### config.mk
export PLATFORM = sky130hd
export DESIGN_NAME = ps_cfg_host
export DESIGN_NICKNAME = d
export VERILOG_FILES = /design/src/rtl/ps_cfg_pkg.sv /design/src/rtl/ps_sync.sv /design/src/rtl/ps_clkgen.sv /design/src/rtl/ps_shifter.sv /design/src/rtl/ps_seq.sv /design/src/rtl/ps_cfg_host.sv
export SDC_FILE = /design/constraint.sdc
export NUM_CORES = 1
export LEC_CHECK = 0
export ABC_AREA = 1
export CORE_MARGIN = 2
export CORE_UTILIZATION = 25
export CTS_CLUSTER_DIAMETER = 50
export DETAILED_ROUTE_END_ITERATION = 10
export SYNTH_ARGS = -nofsm -noshare
export SYNTH_HDL_FRONTEND = slang
export SYNTH_HIERARCHICAL = 1
export SYNTH_SLANG_ARGS = --single-unit
export TNS_END_PERCENT = 1
### constraint.sdc
create_clock -name clk -period 2.8 [get_ports clk]
set_clock_uncertainty 0.05 [all_clocks]
set_input_delay 0.56 -clock clk [delete_from_list [all_inputs] [get_ports clk]]
set_output_delay 0.56 -clock clk [all_outputs]
set_load 0.05 [all_outputs]
### src/rtl/ps_cfg_pkg.sv
package ps_cfg_pkg;

    typedef enum logic [3:0] {
        ST_IDLE,
        ST_REQ,
        ST_WREL,
        ST_LOAD,
        ST_SHIFT,
        ST_WDONE,
        ST_INIT,
        ST_DONE,
        ST_ERR
    } cfg_state_e;

    typedef enum logic [1:0] {
        FC_NONE     = 2'd0,
        FC_STAT     = 2'd1,
        FC_DONE_TMO = 2'd2,
        FC_REL_TMO  = 2'd3
    } fail_code_e;

    // Synchronized view of the target's two sense lines
    typedef struct packed {
        logic done;
        logic stat_ok;
    } tgt_sense_t;

    function automatic int unsigned umax(input int unsigned a, input int unsigned b);
        return (a > b) ? a : b;
    endfunction

    // States in which the data clock toggles
    function automatic logic clk_running(input cfg_state_e s);
        return (s == ST_SHIFT) || (s == ST_INIT);
    endfunction

    // States in which a falling status line is a load error
    function automatic logic stat_watched(input cfg_state_e s);
        return (s == ST_LOAD) || (s == ST_SHIFT) || (s == ST_WDONE);
    endfunction

    // States in which the target is held in reset
    function automatic logic holds_reset(input cfg_state_e s);
        return (s == ST_IDLE) || (s == ST_REQ) || (s == ST_ERR);
    endfunction

    function automatic logic accepts_start(input cfg_state_e s);
        return (s == ST_IDLE) || (s == ST_DONE) || (s == ST_ERR);
    endfunction

endpackage

### src/rtl/ps_sync.sv
module ps_sync #(
    parameter int unsigned STAGES = 2
) (
    input  logic clk,
    input  logic rst,
    input  logic d,
    output logic q
);
    logic [STAGES-1:0] chain;

    for (genvar i = 0; i < STAGES; i++) begin : g_stage
        if (i == 0) begin : g_first
            always_ff @(posedge clk) begin
                if (rst) chain[i] <= 1'b0;
                else     chain[i] <= d;
            end
        end else begin : g_next
            always_ff @(posedge clk) begin
                if (rst) chain[i] <= 1'b0;
                else     chain[i] <= chain[i-1];
            end
        end
    end

    assign q = chain[STAGES-1];
endmodule

### src/rtl/ps_clkgen.sv
module ps_clkgen #(
    parameter int unsigned DIV = 4
) (
    input  logic clk,
    input  logic rst,
    input  logic run_now,
    input  logic run_next,
    output logic sclk,
    output logic fall_tick
);
    localparam int unsigned HALF = DIV / 2;
    localparam int unsigned CW   = (DIV > 2) ? $clog2(DIV) : 1;
    localparam logic [CW-1:0] RISE_AT = CW'(HALF - 1);
    localparam logic [CW-1:0] FALL_AT = CW'(DIV - 1);

    logic [CW-1:0] phase;

    // Cleared from the sequencer's next state so a stop never leaves a runt high pulse
    always_ff @(posedge clk) begin
        if (rst || !run_next) begin
            phase <= '0;
            sclk  <= 1'b0;
        end else if (run_now) begin
            if (phase == FALL_AT) begin
                phase <= '0;
                sclk  <= 1'b0;
            end else begin
                phase <= phase + 1'b1;
                if (phase == RISE_AT) sclk <= 1'b1;
            end
        end
    end

    assign fall_tick = run_now && (phase == FALL_AT);
endmodule

### src/rtl/ps_shifter.sv
module ps_shifter #(
    parameter int unsigned W = 8
) (
    input  logic         clk,
    input  logic         rst,
    input  logic         load,
    input  logic [W-1:0] din,
    input  logic         shift,
    output logic         bit_o,
    output logic         last_o
);
    localparam int unsigned BW = (W > 2) ? $clog2(W) : 1;
    localparam logic [BW-1:0] LAST_IDX = BW'(W - 1);

    logic [W-1:0]  sreg;
    logic [BW-1:0] bcnt;

    always_ff @(posedge clk) begin
        if (rst) begin
            sreg <= '0;
            bcnt <= '0;
        end else if (load) begin
            sreg <= din;
            bcnt <= '0;
        end else if (shift) begin
            sreg <= {1'b0, sreg[W-1:1]};
            bcnt <= bcnt + 1'b1;
        end
    end

    assign bit_o  = sreg[0];
    assign last_o = (bcnt == LAST_IDX);
endmodule

### src/rtl/ps_seq.sv
module ps_seq
    import ps_cfg_pkg::*;
#(
    parameter int unsigned REQ_LOW_CYC  = 16,
    parameter int unsigned REL_TMO_CYC  = 4096,
    parameter int unsigned DONE_TMO_CYC = 65536,
    parameter int unsigned INIT_CLKS    = 8
) (
    input  logic       clk,
    input  logic       rst,
    input  logic       start,
    input  tgt_sense_t sense,
    input  logic       fall_tick,
    input  logic       s_valid,
    input  logic       s_last,
    input  logic       last_bit,
    output cfg_state_e state_q,
    output logic       run_now,
    output logic       run_next,
    output logic       load,
    output logic       shift,
    output logic       s_ready,
    output fail_code_e err_q
);
    localparam int unsigned TMAX = umax(umax(REQ_LOW_CYC, REL_TMO_CYC),
                                        umax(DONE_TMO_CYC, INIT_CLKS));
    localparam int unsigned TW = $clog2(TMAX + 1);
    localparam logic [TW-1:0] REQ_END  = TW'(REQ_LOW_CYC - 1);
    localparam logic [TW-1:0] REL_END  = TW'(REL_TMO_CYC - 1);
    localparam logic [TW-1:0] DONE_END = TW'(DONE_TMO_CYC - 1);
    localparam logic [TW-1:0] INIT_END = TW'(INIT_CLKS - 1);

    cfg_state_e state_d;
    fail_code_e err_d;
    logic [TW-1:0] tmr;
    logic byte_last;

    always_comb begin
        state_d = state_q;
        err_d   = err_q;
        load    = 1'b0;
        shift   = 1'b0;
        unique case (state_q)
            ST_IDLE, ST_DONE, ST_ERR: begin
                if (start) begin
                    state_d = ST_REQ;
                    err_d   = FC_NONE;
                end
            end
            ST_REQ: begin
                if (tmr == REQ_END) state_d = ST_WREL;
            end
            ST_WREL: begin
                if (sense.stat_ok) begin
                    state_d = ST_LOAD;
                end else if (tmr == REL_END) begin
                    state_d = ST_ERR;
                    err_d   = FC_REL_TMO;
                end
            end
            ST_LOAD: begin
                if (!sense.stat_ok) begin
                    state_d = ST_ERR;
                    err_d   = FC_STAT;
                end else if (sense.done) begin
                    state_d = ST_INIT;
                end else if (s_valid) begin
                    load    = 1'b1;
                    state_d = ST_SHIFT;
                end
            end
            ST_SHIFT: begin
                if (!sense.stat_ok) begin
                    state_d = ST_ERR;
                    err_d   = FC_STAT;
                end else if (fall_tick) begin
                    if (sense.done)    state_d = ST_INIT;
                    else if (last_bit) state_d = byte_last ? ST_WDONE : ST_LOAD;
                    else               shift   = 1'b1;
                end
            end
            ST_WDONE: begin
                if (!sense.stat_ok) begin
                    state_d = ST_ERR;
                    err_d   = FC_STAT;
                end else if (sense.done) begin
                    state_d = ST_INIT;
                end else if (tmr == DONE_END) begin
                    state_d = ST_ERR;
                    err_d   = FC_DONE_TMO;
                end
            end
            ST_INIT: begin
                if (fall_tick && (tmr == INIT_END)) state_d = ST_DONE;
            end
            default: begin
                state_d = ST_ERR;
                err_d   = FC_STAT;
            end
        endcase
    end

    always_ff @(posedge clk) begin
        if (rst) begin
            state_q   <= ST_IDLE;
            err_q     <= FC_NONE;
            byte_last <= 1'b0;
        end else begin
            state_q <= state_d;
            err_q   <= err_d;
            if (load) byte_last <= s_last;
        end
    end

    // One timer serves every state: cycles in the waiting states, data-clock falls in INIT
    always_ff @(posedge clk) begin
        if (rst || (state_d != state_q)) begin
            tmr <= '0;
        end else if (state_q == ST_INIT) begin
            if (fall_tick) tmr <= tmr + 1'b1;
        end else if ((state_q == ST_REQ) || (state_q == ST_WREL) || (state_q == ST_WDONE)) begin
            tmr <= tmr + 1'b1;
        end
    end

    assign run_now  = clk_running(state_q);
    assign run_next = clk_running(state_d);
    assign s_ready  = (state_q == ST_LOAD) && sense.stat_ok && !sense.done;
endmodule

### src/rtl/ps_cfg_host.sv
module ps_cfg_host
    import ps_cfg_pkg::*;
#(
    parameter int unsigned BYTE_W       = 8,
    parameter int unsigned CLK_DIV      = 4,
    parameter int unsigned REQ_LOW_CYC  = 16,
    parameter int unsigned REL_TMO_CYC  = 4096,
    parameter int unsigned DONE_TMO_CYC = 65536,
    parameter int unsigned INIT_CLKS    = 8,
    parameter int unsigned SYNC_STAGES  = 2
) (
    input  logic              clk,
    input  logic              rst,
    input  logic              start,
    input  logic [BYTE_W-1:0] s_data,
    input  logic              s_valid,
    input  logic              s_last,
    output logic              s_ready,
    output logic              cfg_req_n,
    input  logic              stat_n,
    input  logic              done_in,
    output logic              ser_clk,
    output logic              ser_data,
    output logic              busy,
    output logic              cfg_done,
    output logic              cfg_fail,
    output logic [1:0]        fail_code
);
    localparam int unsigned N_SENSE = 2;

    logic [N_SENSE-1:0] raw_sense;
    logic [N_SENSE-1:0] sync_sense;
    tgt_sense_t sense;

    cfg_state_e state;
    fail_code_e err;
    logic run_now, run_next, fall_tick;
    logic load, shift, shreg_bit, last_bit;

    assign raw_sense = {done_in, stat_n};

    for (genvar g = 0; g < N_SENSE; g++) begin : g_sync
        ps_sync #(.STAGES(SYNC_STAGES)) u_sync (
            .clk (clk),
            .rst (rst),
            .d   (raw_sense[g]),
            .q   (sync_sense[g])
        );
    end

    assign sense.stat_ok = sync_sense[0];
    assign sense.done    = sync_sense[1];

    ps_seq #(
        .REQ_LOW_CYC  (REQ_LOW_CYC),
        .REL_TMO_CYC  (REL_TMO_CYC),
        .DONE_TMO_CYC (DONE_TMO_CYC),
        .INIT_CLKS    (INIT_CLKS)
    ) u_seq (
        .clk       (clk),
        .rst       (rst),
        .start     (start),
        .sense     (sense),
        .fall_tick (fall_tick),
        .s_valid   (s_valid),
        .s_last    (s_last),
        .last_bit  (last_bit),
        .state_q   (state),
        .run_now   (run_now),
        .run_next  (run_next),
        .load      (load),
        .shift     (shift),
        .s_ready   (s_ready),
        .err_q     (err)
    );

    ps_clkgen #(.DIV(CLK_DIV)) u_clk (
        .clk       (clk),
        .rst       (rst),
        .run_now   (run_now),
        .run_next  (run_next),
        .sclk      (ser_clk),
        .fall_tick (fall_tick)
    );

    ps_shifter #(.W(BYTE_W)) u_shift (
        .clk    (clk),
        .rst    (rst),
        .load   (load),
        .din    (s_data),
        .shift  (shift),
        .bit_o  (shreg_bit),
        .last_o (last_bit)
    );

    assign ser_data  = (state == ST_SHIFT) && shreg_bit;
    assign cfg_req_n = !holds_reset(state);
    assign busy      = !accepts_start(state);
    assign cfg_done  = (state == ST_DONE);
    assign cfg_fail  = (state == ST_ERR);
    assign fail_code = err;
endmodule

==> results by group, run 1 <==
Outcome
  – Status: complete, no violations

Routing
  – Vias per std cell: 4.33
  – Final wirelength: 6580 microns
  – DRC Markers: 0
  – Post-route ant nets: 0
  – Pre-Repair DR Iteration Count: 4
  – DR iter-0 viols: 104
  – DR WL/cell: 10.7 microns
  – Total number of vias: 2656

Pwr
  – Maximum VDD drop: 0.214 mV
  – Total power: 1550 uW
  – Power Density: 438 mW/mm^2
  – Leak: 0.00158 uW

Worst setup path
  – Setup CP Type: flip-flop to primary output
  – Crit path arrival time: 2.01 ns
  – CP required: 2.19 ns
  – Crit start category: flip-flop
  – Crit-path max FO: 12
  – Critical path capture point type: primary output

Final layout
  – Share of cells above drive strength 1: 0.162
  – Filler cells: 1226
  – # diodes: 0
  – Nets: 490
  – Fin cells: 613
  – Area Overhead vs Synth: 21.7%

STA
  – Max Slew Vio Count: 0
  – Min Tclk post-route: 2.62 ns
  – Period utilization: 0.935
  – TNS Setup: 0 ns
  – Final Hold Viols: 0
  – Worst slew pin tran: 0.501 ns
  – Max frequency: 382 MHz
  – # setup viols final: 0
  – RSZ-0062 raised after global routing: false
  – Rel. slew slack: 0.666

Clock tree
  – Worst-Skew Late Latency: 0.29 ns
  – CTS Sinks: 42
  – CTS Buf Count: 5
  – CTS tree: done
  – CTS root buf: clkbuf_16
  – Post-CTS sizing: 0
  – Clock slew at reported path FFs: 0.06 ns
  – Clock tree buffer depth: 2
  – H-tree depth: 2

Floorplan
  – Die area: 0.0125 sq mm
  – Cell Rows: 39
  – Ports: 24
  – Floorplan die width: 112 microns
  – Chip height: 112 microns
  – Initial Utilization: 0.255
  – Core area: 0.0114 sq mm

GRT
  – First-pass GRT wire length: 11300 microns
  – Total gr overflow: 0
  – Vias in the first global route: 2492
  – Largest net degree at the start of global routing: 18
  – Initial antenna violation count: 0
  – Gr usage total: 0.112

Logic synthesis
  – Cell Area, Synth: 0.00290 sq mm
  – Post-synthesis instance total: 436
  – Syn_nets: 457
  – Post-synthesis sequential area ratio: 0.290
  – Synth Register Bits: 42
  – Distinct cells, synth: 34
  – Syn. warnings: 6
  – Mean Syn Cell Area: 6.65 sq um

Hold path
  – Hold Crit Class: flip-flop to flip-flop

Placement
  – DP HPWL: 5100 microns
  – Port Buffers: 23
  – Final RePlAce weighted congestion: 0.916
  – Dpl cells: 602

Flow run
  – Max-cap violations: 0
==> layout make-up <==
cell class / instances / area (sq um) / area share
timing repair buffer: 32 / 320 / 0.0907
clock inverter: 3 / 68.8 / 0.0195
tap: 143 / 179 / 0.0507
multi-input combinational: 307 / 1690 / 0.479
inverter: 81 / 304 / 0.0861
clock buffer: 5 / 125 / 0.0354
sequential: 42 / 841 / 0.238
==> synthesized netlist by cell type, drive strengths merged <==
cell | count | area, sq um
mux2i | 1 | 10.0
buf | 5 | 56.3
o21ai | 8 | 55.1
nor2 | 69 | 322
nand4 | 8 | 80.1
nor3 | 24 | 186
xor2 | 9 | 78.8
dfxtp | 42 | 841
ha | 6 | 75.1
clkinv | 1 | 3.75
nand3b | 1 | 7.51
nand2 | 124 | 498
inv | 80 | 300
a21oi | 17 | 88.8
o211ai | 1 | 7.51
clkbuf | 1 | 13.8
nor4 | 1 | 6.26
mux2 | 1 | 11.3
xnor2 | 4 | 35.0
nand3 | 33 | 225
==> placed cells by master, fill, tap and decap left out, drive strengths merged <==
| master | Yosys | routed |
|---|---|---|
| bufinv | 0 | 2 |
| o211ai | 1 | 1 |
| nor3 | 24 | 24 |
| buf | 5 | 10 |
| nand2 | 124 | 124 |
| o21ai | 8 | 8 |
| clkbuf | 1 | 5 |
| xor2 | 9 | 9 |
| a21oi | 17 | 17 |
| dfxtp | 42 | 42 |
| clkinv | 1 | 2 |
| mux2i | 1 | 1 |
| clkdlybuf4s50 | 0 | 22 |
| ha | 6 | 6 |
| nand3 | 33 | 33 |
| nand4 | 8 | 8 |
| mux2 | 1 | 1 |
| nor4 | 1 | 1 |
| xnor2 | 4 | 4 |
| inv | 80 | 80 |
| nand3b | 1 | 1 |
| nor2 | 69 | 69 |
==> routing by layer <==
| metal | vias to the layer above | global-route usage | routed length, microns |
|---|---|---|---|
| li1 | 1413 | - | - |
| met1 | 1196 | 0.135 | 3050 |
| met2 | 40 | 0.188 | 3210 |
| met3 | 7 | 0.0299 | 228 |
| met4 | 0 | 0.0469 | 93 |
| met5 | - | 0 | 0 |
==> cell families after synthesis <==
kind of cell             after synthesis  synth area share
AO/OA/AOI/OAI                         26            0.0522
flip-flops                            42             0.290
buffers and inverters                 87             0.129
adder cells (fa/ha/maj)                6            0.0259
multiplexers                           2           0.00733
AND/OR/NAND/NOR                      260             0.457
XOR/XNOR                              13            0.0392
==> worst max-delay path, cell delays in order (launching register included) <==
cell,delay (ns)
dfxtp_1,0.63
inv_1,0.11
o21ai_1,0.15
clkdlybuf4s50_1,0.82
==> power by group <==
| group | switching [uW] | internal (uW) | total [uW] |
|---|---|---|---|
| clock network | 254 | 513 | 767 |
| logic | 96.5 | 63.4 | 160 |
| registers | 12.3 | 607 | 619 |
| total | 363 | 1180 | 1550 |
==> registers in the layout, indices dropped and copies added, names as in the netlist <==
name / flops
g_sync.u_sync/q: 2
u_shift/sreg: 8
u_clk/phase: 2
u_clk/sclk: 1
g_sync.u_sync/chain: 2
u_seq/err_q: 2
u_shift/bcnt: 3
u_seq/byte_last: 1
u_seq/tmr: 17
u_seq/state_q: 4
==> metrics by stage <==
step | util | setup WS, ns | instance area (sq um) | hold slack (ns)
after global placement | 0.289 | 0.293 | 3290 | 0.341
after detailed placement | 0.289 | 0.165 | 3290 | 0.346
final | 0.311 | 0.183 | 3530 | 0.357
after CTS | 0.306 | 0.147 | 3480 | 0.358
after floorplan | - | 0.415 | 2900 | 0.338
after global routing | 0.311 | 0.0233 | 3530 | 0.376
==> final timing paths <==
| path | startpoint | to | slack (ns) | cells after the start |
|---|---|---|---|---|
| min reg2reg | g_sync[0].u_sync/chain[0]$_SDFF_PP0_ | g_sync[0].u_sync/q$_SDFF_PP0_ | 0.36 | 2 |
| min | g_sync[0].u_sync/chain[0]$_SDFF_PP0_ | g_sync[0].u_sync/q$_SDFF_PP0_ | 0.36 | 2 |
| max | u_seq/state_q[0]$_SDFF_PP0_ | cfg_req_n | 0.18 | 3 |
| max reg2reg | u_seq/tmr[0]$_SDFFE_PP0P_ | u_clk/sclk$_SDFFE_PP0P_ | 0.28 | 16 |
==> what timing repair did <==
action,in CTS,in global routing
setup endpoints to repair,0,17
hold buffers,0,0
buffers inserted,0,3
Note: power is estimated with default switching activity, not from simulation.
==> run 2, diff against run 1 <==
--- a/config.mk
+++ b/config.mk
@@ -8,7 +8,7 @@
 export ABC_AREA = 1
 export CORE_MARGIN = 2
 export CORE_UTILIZATION = 25
-export CTS_CLUSTER_DIAMETER = 50
+export CTS_CLUSTER_DIAMETER = 150
 export DETAILED_ROUTE_END_ITERATION = 10
 export SYNTH_ARGS = -nofsm -noshare
 export SYNTH_HDL_FRONTEND = slang
==> results of run 2 <==
No change in the layout: final DEF, timing and power equal those of run 1.
